$ cat src/rtl/llsc_pkg.sv
package llsc_pkg;
  typedef enum logic [1:0] {
    OP_NONE = 2'b00,
    OP_LL   = 2'b01,
    OP_SC   = 2'b10,
    OP_RSVD = 2'b11
  } llsc_op_e;
endpackage

$ cat src/rtl/llsc_line_match.sv
module llsc_line_match #(
  parameter int ADDR_W = 32,
  parameter int OFF_W  = 6,
  localparam int LINE_W = ADDR_W - OFF_W
) (
  input  logic              ref_valid_i,
  input  logic [LINE_W-1:0] ref_line_i,
  input  logic              probe_valid_i,
  input  logic [ADDR_W-1:0] probe_addr_i,
  output logic              hit_o
);
  logic [OFF_W-1:0] unused_off;
  assign unused_off = probe_addr_i[OFF_W-1:0];
  assign hit_o = ref_valid_i && probe_valid_i &&
                 (probe_addr_i[ADDR_W-1:OFF_W] == ref_line_i);
endmodule

$ cat src/rtl/llsc_resv_track.sv
module llsc_resv_track #(
  parameter int LINE_W = 26
) (
  input  logic              clk_i,
  input  logic              rst_ni,
  input  logic              set_i,
  input  logic [LINE_W-1:0] set_line_i,
  input  logic              clr_i,
  output logic              valid_o,
  output logic [LINE_W-1:0] line_o
);
  always_ff @(posedge clk_i or negedge rst_ni) begin
    if (!rst_ni) begin
      valid_o <= 1'b0;
      line_o  <= '0;
    end else if (set_i) begin
      valid_o <= 1'b1;
      line_o  <= set_line_i;
    end else if (clr_i) begin
      valid_o <= 1'b0;
    end
  end
endmodule

$ cat src/rtl/llsc_sc_commit.sv
module llsc_sc_commit #(
  parameter int ADDR_W = 32,
  parameter int DATA_W = 32
) (
  input  logic              clk_i,
  input  logic              rst_ni,
  input  logic              sc_i,
  input  logic              ok_i,
  input  logic [ADDR_W-1:0] addr_i,
  input  logic [DATA_W-1:0] wdata_i,
  output logic              rsp_valid_o,
  output logic [DATA_W-1:0] rsp_result_o,
  output logic              mem_we_o,
  output logic [ADDR_W-1:0] mem_addr_o,
  output logic [DATA_W-1:0] mem_wdata_o
);
  logic win;
  assign win = sc_i && ok_i;

  always_ff @(posedge clk_i or negedge rst_ni) begin
    if (!rst_ni) begin
      rsp_valid_o  <= 1'b0;
      rsp_result_o <= '0;
      mem_we_o     <= 1'b0;
      mem_addr_o   <= '0;
      mem_wdata_o  <= '0;
    end else begin
      rsp_valid_o  <= sc_i;
      rsp_result_o <= DATA_W'(win);
      mem_we_o     <= win;
      // failed attempts leave the write port quiet
      mem_addr_o   <= win ? addr_i  : '0;
      mem_wdata_o  <= win ? wdata_i : '0;
    end
  end
endmodule

$ cat src/rtl/llsc_monitor.sv
module llsc_monitor
  import llsc_pkg::*;
#(
  parameter int ADDR_W     = 32,
  parameter int DATA_W     = 32,
  parameter int LINE_BYTES = 64
) (
  input  logic              clk_i,
  input  logic              rst_ni,
  input  logic              req_valid_i,
  input  logic [1:0]        req_op_i,
  input  logic [ADDR_W-1:0] req_addr_i,
  input  logic [DATA_W-1:0] req_wdata_i,
  input  logic              snp_valid_i,
  input  logic [ADDR_W-1:0] snp_addr_i,
  input  logic              evict_valid_i,
  input  logic [ADDR_W-1:0] evict_addr_i,
  input  logic              ctx_switch_i,
  output logic              rsp_valid_o,
  output logic [DATA_W-1:0] rsp_result_o,
  output logic              mem_we_o,
  output logic [ADDR_W-1:0] mem_addr_o,
  output logic [DATA_W-1:0] mem_wdata_o
);
  localparam int OFF_W  = $clog2(LINE_BYTES);
  localparam int LINE_W = ADDR_W - OFF_W;
  // probe slots
  localparam int P_REQ_RESV = 0;
  localparam int P_SNP_RESV = 1;
  localparam int P_EV_RESV  = 2;
  localparam int P_SNP_REQ  = 3;
  localparam int P_EV_REQ   = 4;
  localparam int NPROBE     = 5;

  logic              is_ll, is_sc;
  logic              resv_valid;
  logic [LINE_W-1:0] resv_line, req_line;
  logic              set_ok, kill, sc_ok;

  logic [NPROBE-1:0] ref_vld, prb_vld, hit;
  logic [LINE_W-1:0] ref_line [NPROBE];
  logic [ADDR_W-1:0] prb_addr [NPROBE];

  assign is_ll    = req_valid_i && (llsc_op_e'(req_op_i) == OP_LL);
  assign is_sc    = req_valid_i && (llsc_op_e'(req_op_i) == OP_SC);
  assign req_line = req_addr_i[ADDR_W-1:OFF_W];

  always_comb begin
    ref_vld[P_REQ_RESV]  = resv_valid;  ref_line[P_REQ_RESV] = resv_line;
    prb_vld[P_REQ_RESV]  = is_sc;       prb_addr[P_REQ_RESV] = req_addr_i;
    ref_vld[P_SNP_RESV]  = resv_valid;  ref_line[P_SNP_RESV] = resv_line;
    prb_vld[P_SNP_RESV]  = snp_valid_i; prb_addr[P_SNP_RESV] = snp_addr_i;
    ref_vld[P_EV_RESV]   = resv_valid;  ref_line[P_EV_RESV]  = resv_line;
    prb_vld[P_EV_RESV]   = evict_valid_i; prb_addr[P_EV_RESV] = evict_addr_i;
    ref_vld[P_SNP_REQ]   = is_ll;       ref_line[P_SNP_REQ]  = req_line;
    prb_vld[P_SNP_REQ]   = snp_valid_i; prb_addr[P_SNP_REQ]  = snp_addr_i;
    ref_vld[P_EV_REQ]    = is_ll;       ref_line[P_EV_REQ]   = req_line;
    prb_vld[P_EV_REQ]    = evict_valid_i; prb_addr[P_EV_REQ] = evict_addr_i;
  end

  for (genvar p = 0; p < NPROBE; p++) begin : g_probe
    llsc_line_match #(
      .ADDR_W(ADDR_W),
      .OFF_W (OFF_W)
    ) i_match (
      .ref_valid_i  (ref_vld[p]),
      .ref_line_i   (ref_line[p]),
      .probe_valid_i(prb_vld[p]),
      .probe_addr_i (prb_addr[p]),
      .hit_o        (hit[p])
    );
  end

  // same-cycle kill events beat a store-conditional and block a load-linked
  assign sc_ok  = hit[P_REQ_RESV] && !hit[P_SNP_RESV] && !hit[P_EV_RESV] && !ctx_switch_i;
  assign set_ok = is_ll && !ctx_switch_i && !hit[P_SNP_REQ] && !hit[P_EV_REQ];
  assign kill   = is_sc || is_ll || ctx_switch_i || hit[P_SNP_RESV] || hit[P_EV_RESV];

  llsc_resv_track #(
    .LINE_W(LINE_W)
  ) i_resv (
    .clk_i     (clk_i),
    .rst_ni    (rst_ni),
    .set_i     (set_ok),
    .set_line_i(req_line),
    .clr_i     (kill),
    .valid_o   (resv_valid),
    .line_o    (resv_line)
  );

  llsc_sc_commit #(
    .ADDR_W(ADDR_W),
    .DATA_W(DATA_W)
  ) i_commit (
    .clk_i       (clk_i),
    .rst_ni      (rst_ni),
    .sc_i        (is_sc),
    .ok_i        (sc_ok),
    .addr_i      (req_addr_i),
    .wdata_i     (req_wdata_i),
    .rsp_valid_o (rsp_valid_o),
    .rsp_result_o(rsp_result_o),
    .mem_we_o    (mem_we_o),
    .mem_addr_o  (mem_addr_o),
    .mem_wdata_o (mem_wdata_o)
  );
endmodule

$ cat config.mk
export PLATFORM = sky130hd
export DESIGN_NAME = llsc_monitor
export DESIGN_NICKNAME = d
export VERILOG_FILES = /design/src/rtl/llsc_pkg.sv /design/src/rtl/llsc_line_match.sv /design/src/rtl/llsc_resv_track.sv /design/src/rtl/llsc_sc_commit.sv /design/src/rtl/llsc_monitor.sv
export SDC_FILE = /design/constraint.sdc
export NUM_CORES = 1
export LEC_CHECK = 0
export BUFFER_PORTS_ARGS = -buffer_cell sky130_fd_sc_hd__buf_2
export CELL_PAD_IN_SITES_DETAIL_PLACEMENT = 1
export CELL_PAD_IN_SITES_GLOBAL_PLACEMENT = 1
export CORE_MARGIN = 2
export CORE_UTILIZATION = 36
export CTS_BUF_LIST = sky130_fd_sc_hd__clkbuf_16
export DETAILED_ROUTE_END_ITERATION = 12
export PLACE_DENSITY = 0.91
export SYNTH_ARGS = -nofsm -noshare
export SYNTH_HDL_FRONTEND = slang
export SYNTH_HIERARCHICAL = 1
export SYNTH_SLANG_ARGS = --single-unit
$ cat constraint.sdc
create_clock -name clk_i -period 2.7 [get_ports clk_i]
set_input_delay 0.27 -clock clk_i [delete_from_list [all_inputs] [get_ports clk_i]]
set_output_delay 0.27 -clock clk_i [all_outputs]
set_load 0.01 [all_outputs]
# Word-level counts from Yosys, hierarchy flattened
# Cells that the tools add are included.
[word_totals]
ff_bits = 93
out_inout_bits = 98
[classes]
eq_ne = 7
n_mux = 4
reduce_logical = 29
[ops]
columns = ["operator", "n"]
rows = [
  ["26-bit equality test", 5],
  ["32-bit two-way mux", 2],
  ["1-bit logical AND", 19],
  ["1-bit zero test", 5],
  ["1-bit logical OR", 4],
  ["2-bit by 1-bit equality test with 1-bit output, second input constant", 1],
  ["2-bit equality test, second input constant", 1],
  ["1-bit two-way mux", 2],
  ["2-bit nonzero test", 1],
]

# Logic depth before layout (Yosys ltp)
# Gate-level depths: netlist (run 1).
[logic_depth]
depth_word = 9
mapped_depth = 9
mapped_depth_nobuf = 8

# By module
# Netlist (run 1), hierarchy kept.
[modules_own_cells]
columns = ["mod", "n_inst", "cells_each", "area_per_inst_um2", "seq_area_each_um2"]
rows = [
  ["llsc_sc_commit", 1, 178, 2428.6, 1651.6],
  ["llsc_line_match", 5, 36, 292.8, 0.0],
  ["llsc_resv_track", 1, 58, 1102.3, 675.6],
  ["llsc_monitor", 1, 10, 60.1, 0.0],
]

# Worst setup path before layout (run 1)
# No wires, ideal clock.
[synth_timing]
path_kind = "flip-flop to flip-flop"
start = "reg i_resv.line_o[9]"
end = "reg i_commit.mem_addr_o[0]"
setup_time_ns = 0.120
arrival_ns = 1.878
required_time_ns = 2.580
setup_slack_ns = 0.703
stages_incl_launch_ff = 10
cell_sequence = "dfrtp_1 xor2_1 nor4_1 nand4_1 nor4_2 nor3_1 and2_1 buf_6 buf_4 and3_1"
[synth_between]
elab_chain_len = 8
word_cells_on_any_way = 13
classes_between = "eq/ne: 3; mux: 1; reduce/logical: 9"
[synth_lines]
columns = ["element", "line_no", "rtl"]
rows = [
  ["start, declared", "llsc_resv_track.sv:10", "output logic [LINE_W-1:0] line_o"],
  ["start signal, assigned", "llsc_resv_track.sv:18", "line_o <= set_line_i;"],
  ["26-bit equality test", "llsc_line_match.sv:15", "(probe_addr_i[ADDR_W-1:OFF_W] == ref_line_i);"],
  ["1-bit logical AND", "llsc_line_match.sv:14", "assign hit_o = ref_valid_i && probe_valid_i &&"],
  ["net hit[1]", "llsc_monitor.sv:40", "logic [NPROBE-1:0] ref_vld, prb_vld, hit;"],
  ["1-bit zero test", "llsc_monitor.sv:75", "assign sc_ok = hit[P_REQ_RESV] && !hit[P_SNP_RESV] && !hit[P_EV_RESV] && !ctx_switch_i;"],
  ["1-bit logical AND (3 in series)", "llsc_monitor.sv:75", ""],
  ["net sc_ok", "llsc_monitor.sv:38", "logic set_ok, kill, sc_ok;"],
  ["1-bit logical AND", "llsc_sc_commit.sv:18", "assign win = sc_i && ok_i;"],
  ["32-bit two-way mux", "llsc_sc_commit.sv:32", "mem_addr_o <= win ? addr_i : '0;"],
  ["end signal, assigned", "llsc_sc_commit.sv:32", ""],
  ["end, declared", "llsc_sc_commit.sv:14", "output logic [ADDR_W-1:0] mem_addr_o,"],
]
# The timed path passes the listed nets, and every way through them passes these cells.
# A chain may end at the register's enable or synchronous reset.

# Worst setup path in the final report (run 1)
[layout_timing]
start = "reg i_resv.line_o[23]"
end = "reg i_commit.mem_addr_o[0]"
[layout_between]
word_cells_on_any_way = 13
classes_between = "eq/ne: 3; mux: 1; reduce/logical: 9"
[layout_rtl]
columns = ["element", "line_no"]
rows = [
  ["26-bit equality test", "llsc_line_match.sv:15"],
  ["1-bit logical AND", "llsc_line_match.sv:14"],
  ["net hit[2]", "llsc_monitor.sv:40"],
  ["1-bit zero test", "llsc_monitor.sv:75"],
  ["1-bit logical AND (2 in series)", "llsc_monitor.sv:75"],
  ["net sc_ok", "llsc_monitor.sv:38"],
  ["1-bit logical AND", "llsc_sc_commit.sv:18"],
  ["32-bit two-way mux", "llsc_sc_commit.sv:32"],
]
# The timed path passes the listed nets, and every way through them passes these cells.

==> results of run 1 <==
## logic make-up (layout without fill, tap and decap cells)
| family | after synthesis | count (layout) | share of synthesized area [%] |
|---|---|---|---|
| compound gates | 2 | 2 | 0.2475 |
| xor+xnor | 131 | 131 | 22.70 |
| other cells | 1 | 31 | 0.07419 |
| mux | 26 | 26 | 7.203 |
| flops | 93 | 93 | 46.04 |
| simple gates | 122 | 122 | 15.32 |
| buf+inv | 51 | 215 | 8.416 |
## cells in the mapped netlist
cell type / count
nand2_1: 1
buf_4: 37
nor3_1: 1
or3_1: 1
o21ai_0: 1
nand4_1: 15
mux2_2: 7
mux2_4: 19
buf_6: 8
inv_1: 2
dfrtp_1: 93
nor2_1: 6
conb_1: 1
xor2_1: 90
buf_12: 2
a21o_1: 1
nor3_2: 1
buf_2: 2
and2_1: 2
and3_1: 64
nand3_1: 5
xnor2_1: 41
nor4_2: 5
nor3b_1: 1
nor4_1: 20
## cell type report
class,count,area [um2],area share (%)
clock buffer,9,225.2,3.564
sequential,93,2327,36.83
multi-input combinational,312,2427,38.42
clock inverter,7,72.57,1.149
inverter,2,7.507,0.1188
tap,180,225.2,3.564
timing repair buffer,197,1033,16.36
## routing by layer
layer,vias to the layer above,part of all wire [%],global-route usage [%]
met1,1905,40,22.74
met2,142,52,35.03
met3,22,5.7,3.439
met4,0,2.2,8.190
met5,-,0,0
li1,1772,-,-
## metrics by stage
step / setup WS (ps) / area, um2 / utilization [%]
4_1_cts: 169.7 / 6319 / 45.88
3_5_place_dp: 5.793 / 6011 / 43.64
6_report: 200.1 / 6319 / 45.88
5_1_grt: 9.606 / 6319 / 45.88
2_1_floorplan: 702.7 / 5167 / -
3_3_place_gp: 168.2 / 6011 / 43.64
## worst max path at each step
stage / slack (ps) / startpoint / to / cells past startpoint
3_3_place_gp: 170 / req_addr_i[24] / i_resv/line_o[11]$_DFFE_PN0P_ / 9
4_1_cts: 170 / i_resv/line_o[18]$_DFFE_PN0P_ / i_commit/mem_wdata_o[0]$_DFF_PN0_ / 8
6_report: 200 / i_resv/line_o[23]$_DFFE_PN0P_ / i_commit/mem_addr_o[0]$_DFF_PN0_ / 8
2_1_floorplan: 700 / i_resv/line_o[9]$_DFFE_PN0P_ / i_commit/mem_addr_o[0]$_DFF_PN0_ / 9
3_5_place_dp: 6 / req_addr_i[29] / i_resv/line_o[20]$_DFFE_PN0P_ / 9
5_1_grt: 10 / i_resv/line_o[23]$_DFFE_PN0P_ / i_commit/mem_wdata_o[0]$_DFF_PN0_ / 8
## state kept, by name (all words and copies together), names as in the netlist
| register | flops |
|---|---|
| i_commit/mem_addr_o | 32 |
| i_commit/mem_wdata_o | 32 |
| i_resv/line_o | 26 |
| i_commit/rsp_result_o | 1 |
| i_commit/rsp_valid_o | 1 |
| i_resv/valid_o | 1 |
## worst reg2reg max path: stages (launching register included)
cell and delay (ps):
dfrtp_1 430, xor2_1 190, nor4_1 450, nand4_1 230, nor4_2 310, nor3_1 90
and2_2 200, buf_4 240, and3_1 250
## power by group through the flow
stage | registers, uW | clock network (uW) | logic, uW
global placement | 1630 | 0 | 684
global route | 1640 | 1390 | 807
CTS | 1630 | 1320 | 737
detailed placement | 1650 | 0 | 729
floorplan | 1620 | 0 | 495
finish | 1630 | 1280 | 730
## repair_timing
item / 4_1_cts / 5_1_grt
endpoints found under the hold margin: 47 / 0
hold buffers: 1 / 0
resized for setup: 0 / 0
==> results.txt, run 1 <==
hold_ws = 156.2 ps
reg2reg path depth = 8
Synth Warn # = 6
Ant. Diodes = 0
clock transition at the registers of the reported paths = 70 ps
LEAKAGE = 0.003498 uW
Crit Path Class = flop to flop
antenna-violating nets left = 0
Clock Latency Late Sink = 350 ps
antenna violations before repair = 0
aggregate routed wire length = 14400 um
clock share of power = 35.2%
drt pass-1 iters = 4
Synth area leaders = dfrtp_1 (46%), xor2_1 (16%), and3_1 (7.9%)
largest net degree at the start of global routing = 67
Switching Fraction = 29.02%
fillers = 1579
CP startpoint kind = flop
Worst R2R Start = i_resv/line_o[23]$_DFFE_PN0P_
# H-tree levels = 3
sequential power share = 44.7%
die height = 122.5 um
RSZ-0062 raised after global routing = no
outcome = finished clean
Power Dens Cells = 575.7 nW/um2
layout cell share with drive strength beyond 1 = 39.35%
Max-Cap Viols = 0
most common cell after layout, fill and taps aside = buf_2
DP HPWL = 11290 um
row count = 43
measured slew at the worst slew-check pin = 653.0 ps
worst hold start = req_wdata_i[16]
FMAX = 400.0 MHz
post-synth top area cell = dfrtp_1
DIE AREA = 15010 um2
die width = 122.5 um
cells after synthesis = 426
clk_skew = 11.47 ps
Tot Pwr = 3638 uW
Finished Layout Cells = 800
# IOs = 234
number of setup violations in the final report = 0
crit path DAT = 2730 ps
Int Pwr = 2582 uW
total global-route track usage = 19.48%
register area share after synthesis = 46.04%
core box area = 13770 um2
post-route DRC violation count = 0
fin nets = 751
CP endpoint kind = flop
most frequent cells in the layout = buf_2 (189), dfrtp_1 (93), xor2_1 (90)
hold endpoint = i_commit/mem_wdata_o[16]$_DFF_PN0_
area delta synth->final = 25.00%
Buf+Inv Stages, Crit Path = 1
Worst VDD drop = 265.9 uV
Hold WC Path Type = input port to flop
family with the most delay on the worst path = simple AND/OR/NAND/NOR gates
Yosys cell types = 25
dpl cells = 783
hold depth = 2
Iter 0 DRT Violations = 118
Req. time, crit path = 2930 ps
PortBufs = 190
vias in the first global route = 4157
first-pass GRT wire length = 21940 um
Combinational Power Share = 20.1%
Mapped Area = 5055 um2
root buffer cell = clkbuf_16
Via density = 4.801
Yosys top cell area share = 46.04%
starting density of the core = 36.70%
CTS Buffer Depth = 2
Sink Count = 93
min Tclk post-route = 2500 ps
average wire per standard cell = 18.01 um
grt total ovfl = 0
FF-to-FF End = i_commit/mem_addr_o[0]$_DFF_PN0_
reg-to-reg slack, setup = 200 ps
final hold violations = 0
TritonCTS buffer count = 9
Critical-path top delay cell = nor4_1
Avg Cell Area, Syn = 11.87 um2
RePlAce Congestion = 0.8223
post-CTS setup buffer count = 0
worst-path maximum fanout = 45
Sum Neg Setup Slack = 0 ps
routed via count = 3841
P_sw = 1056 uW
fin crit share = 92.59%
TritonCTS clock tree = built
Slew HR = 56.06%
CP max stage delay = 450 ps
cell chain of the critical path = xor2_1 > nor4_1 > nand4_1 > nor4_2 > nor3_1 > and2_2 > buf_4 > and3_1
fin. max-slew vios = 0
synthesis-stage register bit count = 93
Note: power is estimated with default switching activity, not from simulation.
==> run 2, diff against run 1 <==
--- a/config.mk
+++ b/config.mk
@@ -8,10 +8,10 @@
 export BUFFER_PORTS_ARGS = -buffer_cell sky130_fd_sc_hd__buf_2
 export CELL_PAD_IN_SITES_DETAIL_PLACEMENT = 1
 export CELL_PAD_IN_SITES_GLOBAL_PLACEMENT = 1
-export CORE_MARGIN = 2
 export CORE_UTILIZATION = 36
 export CTS_BUF_LIST = sky130_fd_sc_hd__clkbuf_16
 export DETAILED_ROUTE_END_ITERATION = 12
+export HOLD_SLACK_MARGIN = 0.02
 export PLACE_DENSITY = 0.91
 export SYNTH_ARGS = -nofsm -noshare
 export SYNTH_HDL_FRONTEND = slang
==> run 2 against run 1 <==
Effect of this change: via count down 0.21%; critical endpoint is now i_commit/mem_addr_o[12]$_DFF_PN0_; clock power down 3%; maximum frequency down 0.48%.
==> results.txt, run 2 (synthesis gave the netlist of run 1 again) <==
Power Dens Cells = 571.1 nW/um2 (-0.80%)
clk_skew = 7.972 ps (-3.501 ps)
# IOs = 234 (unchanged)
most common cell after layout, fill and taps aside = buf_2
aggregate routed wire length = 14330 um (-0.52%)
FMAX = 398.1 MHz (-0.48%)
crit path DAT = 2740 ps (about the same)
outcome = finished clean
Sum Neg Setup Slack = 0 ps (unchanged)
fin nets = 750 (-0.13%)
Hold WC Path Type = input port to asynchronous set/reset pin
clock transition at the registers of the reported paths = 70 ps (about the same)
Worst VDD drop = 271.2 uV (+2.0%)
CTS Buffer Depth = 2 (unchanged)
post-CTS setup buffer count = 0 (unchanged)
Resize count post-CTS = 0 (unchanged)
drt pass-1 iters = 4 (unchanged)
DIE AREA = 14520 um2 (-3.2%)
CP startpoint kind = flop
number of setup violations in the final report = 0 (unchanged)
antenna violations before repair = 1 (+1)
TritonCTS clock tree = built
worst slack at placement = 149.1 ps (+143.3 ps)
vias in the first global route = 4183 (+0.63%)
Largest regs = i_commit/mem_addr_o (32), i_commit/mem_wdata_o (32), i_resv/line_o (26)
final worst setup slack = 188.1 ps (-12.00 ps)
layout cell share with drive strength beyond 1 = 39.90% (+0.55 points)
core box area = 13450 um2 (-2.3%)
CP endpoint kind = flop
measured slew at the worst slew-check pin = 777.1 ps (+124.0 ps)
antenna-violating nets left = 0 (unchanged)
most frequent cells in the layout = buf_2 (189), dfrtp_1 (93), xor2_1 (90)
Max-Cap Viols = 0 (unchanged)
area delta synth->final = 24.53%
Slew HR = 48.20% (-7.9 points)
Crit Path Class = flop to flop
hold_ws = 2.758 ps (-153.5 ps)
area of the multi-input gates = 2434 um2 (+0.26%)
worst-path maximum fanout = 36 (-20%)
TritonCTS buffer count = 9 (unchanged)
die height = 120.5 um (-1.6%)
post-route DRC violation count = 0 (unchanged)
Req. time, crit path = 2930 ps (about the same)
fin. max-slew vios = 0 (unchanged)
LEAKAGE = 0.003486 uW (-0.35%)
PortBufs = 190 (unchanged)
row count = 42 (-2.3%)
root buffer cell = clkbuf_16
total global-route track usage = 20.58% (+1.1 points)
die width = 120.5 um (-1.6%)
starting density of the core = 37.57% (+0.87 points)
CTS hold repair buffers = 0 (-1)
grt total ovfl = 0 (unchanged)
Sink Count = 93 (unchanged)
Via density = 4.815 (+0.29%)
RePlAce Congestion = 0.8115 (-1.3%)
fillers = 1559 (-1.3%)
largest net degree at the start of global routing = 67 (unchanged)
Clock Latency Late Sink = 340 ps (about the same)
# H-tree levels = 3 (unchanged)
Iter 0 DRT Violations = 94 (-20%)
Final Util = 46.79% (+0.92 points)
final hold violations = 0 (unchanged)
min Tclk post-route = 2512 ps (+12.00 ps)
fin crit share = 93.03% (+0.44 points)
Reg area = 2327 um2 (unchanged)
RSZ-0062 raised after global routing = no
routed via count = 3833 (-0.21%)
first-pass GRT wire length = 22370 um (+1.9%)
average wire per standard cell = 18.00 um (about the same)
DP HPWL = 11120 um (-1.4%)
## run 2: final timing paths
path	startpoint	to	slack, ps	cells after the start
min in group clk_i	req_wdata_i[18]	i_commit/mem_wdata_o[18]$_DFF_PN0_	150	2
setup reg to reg	i_resv/line_o[1]$_DFFE_PN0P_	i_commit/mem_addr_o[12]$_DFF_PN0_	190	8
hold reg to reg	i_resv/valid_o$_DFFE_PN0P_	i_resv/valid_o$_DFFE_PN0P_	550	1
hold / removal	rst_ni	i_commit/rsp_result_o[0]$_DFF_PN0_	3	1
setup / recovery	i_resv/line_o[1]$_DFFE_PN0P_	i_commit/mem_addr_o[12]$_DFF_PN0_	190	8
max in group asynchronous	rst_ni	i_commit/mem_addr_o[11]$_DFF_PN0_	2040	2
## run 2: area by class of cell
type | instances | area share (%)
Antenna cell | 1 | 0.03975
Tap cell | 176 | 3.498
Multi-Input combinational cell | 312 | 38.66
Clock buffer | 9 | 3.578
Clock inverter | 7 | 1.073
Timing Repair Buffer | 196 | 16.06
Sequential cell | 93 | 36.97
Inverter | 2 | 0.1193
## run 2: where the power goes
group / internal, uW / switching, uW
Clock: 646 / 591
Combinational: 379 / 351
Sequential: 1480 / 149
## run 2: metal layers
metal  up-vias  GRT usage (%)  part of all wire, %
li1       1767              -                    -
met1      1883          22.52                   38
met2       158          38.43                   53
met3        25          4.764                  6.2
met4         0          7.485                  2.1
met5         -              0                    0
## run 2: critical path, cell delays in order, from the launching register on
cell     delay [ps]
dfrtp_1         440
xor2_1          190
nor4_1          430
nand4_1         240
nor4_2          340
nor3_1          100
and2_2          210
buf_4           220
and3_1          210
## run 2: per-stage QoR
stage                     total power [uW]  instance area, um2  cells
final                                 3595                6295    796
after global routing                  3784                6295    796
after CTS                             3644                6286    795
after detailed placement              2375                5993    779
after global placement                2317                5993    779
after floorplan                       2112                5167    456
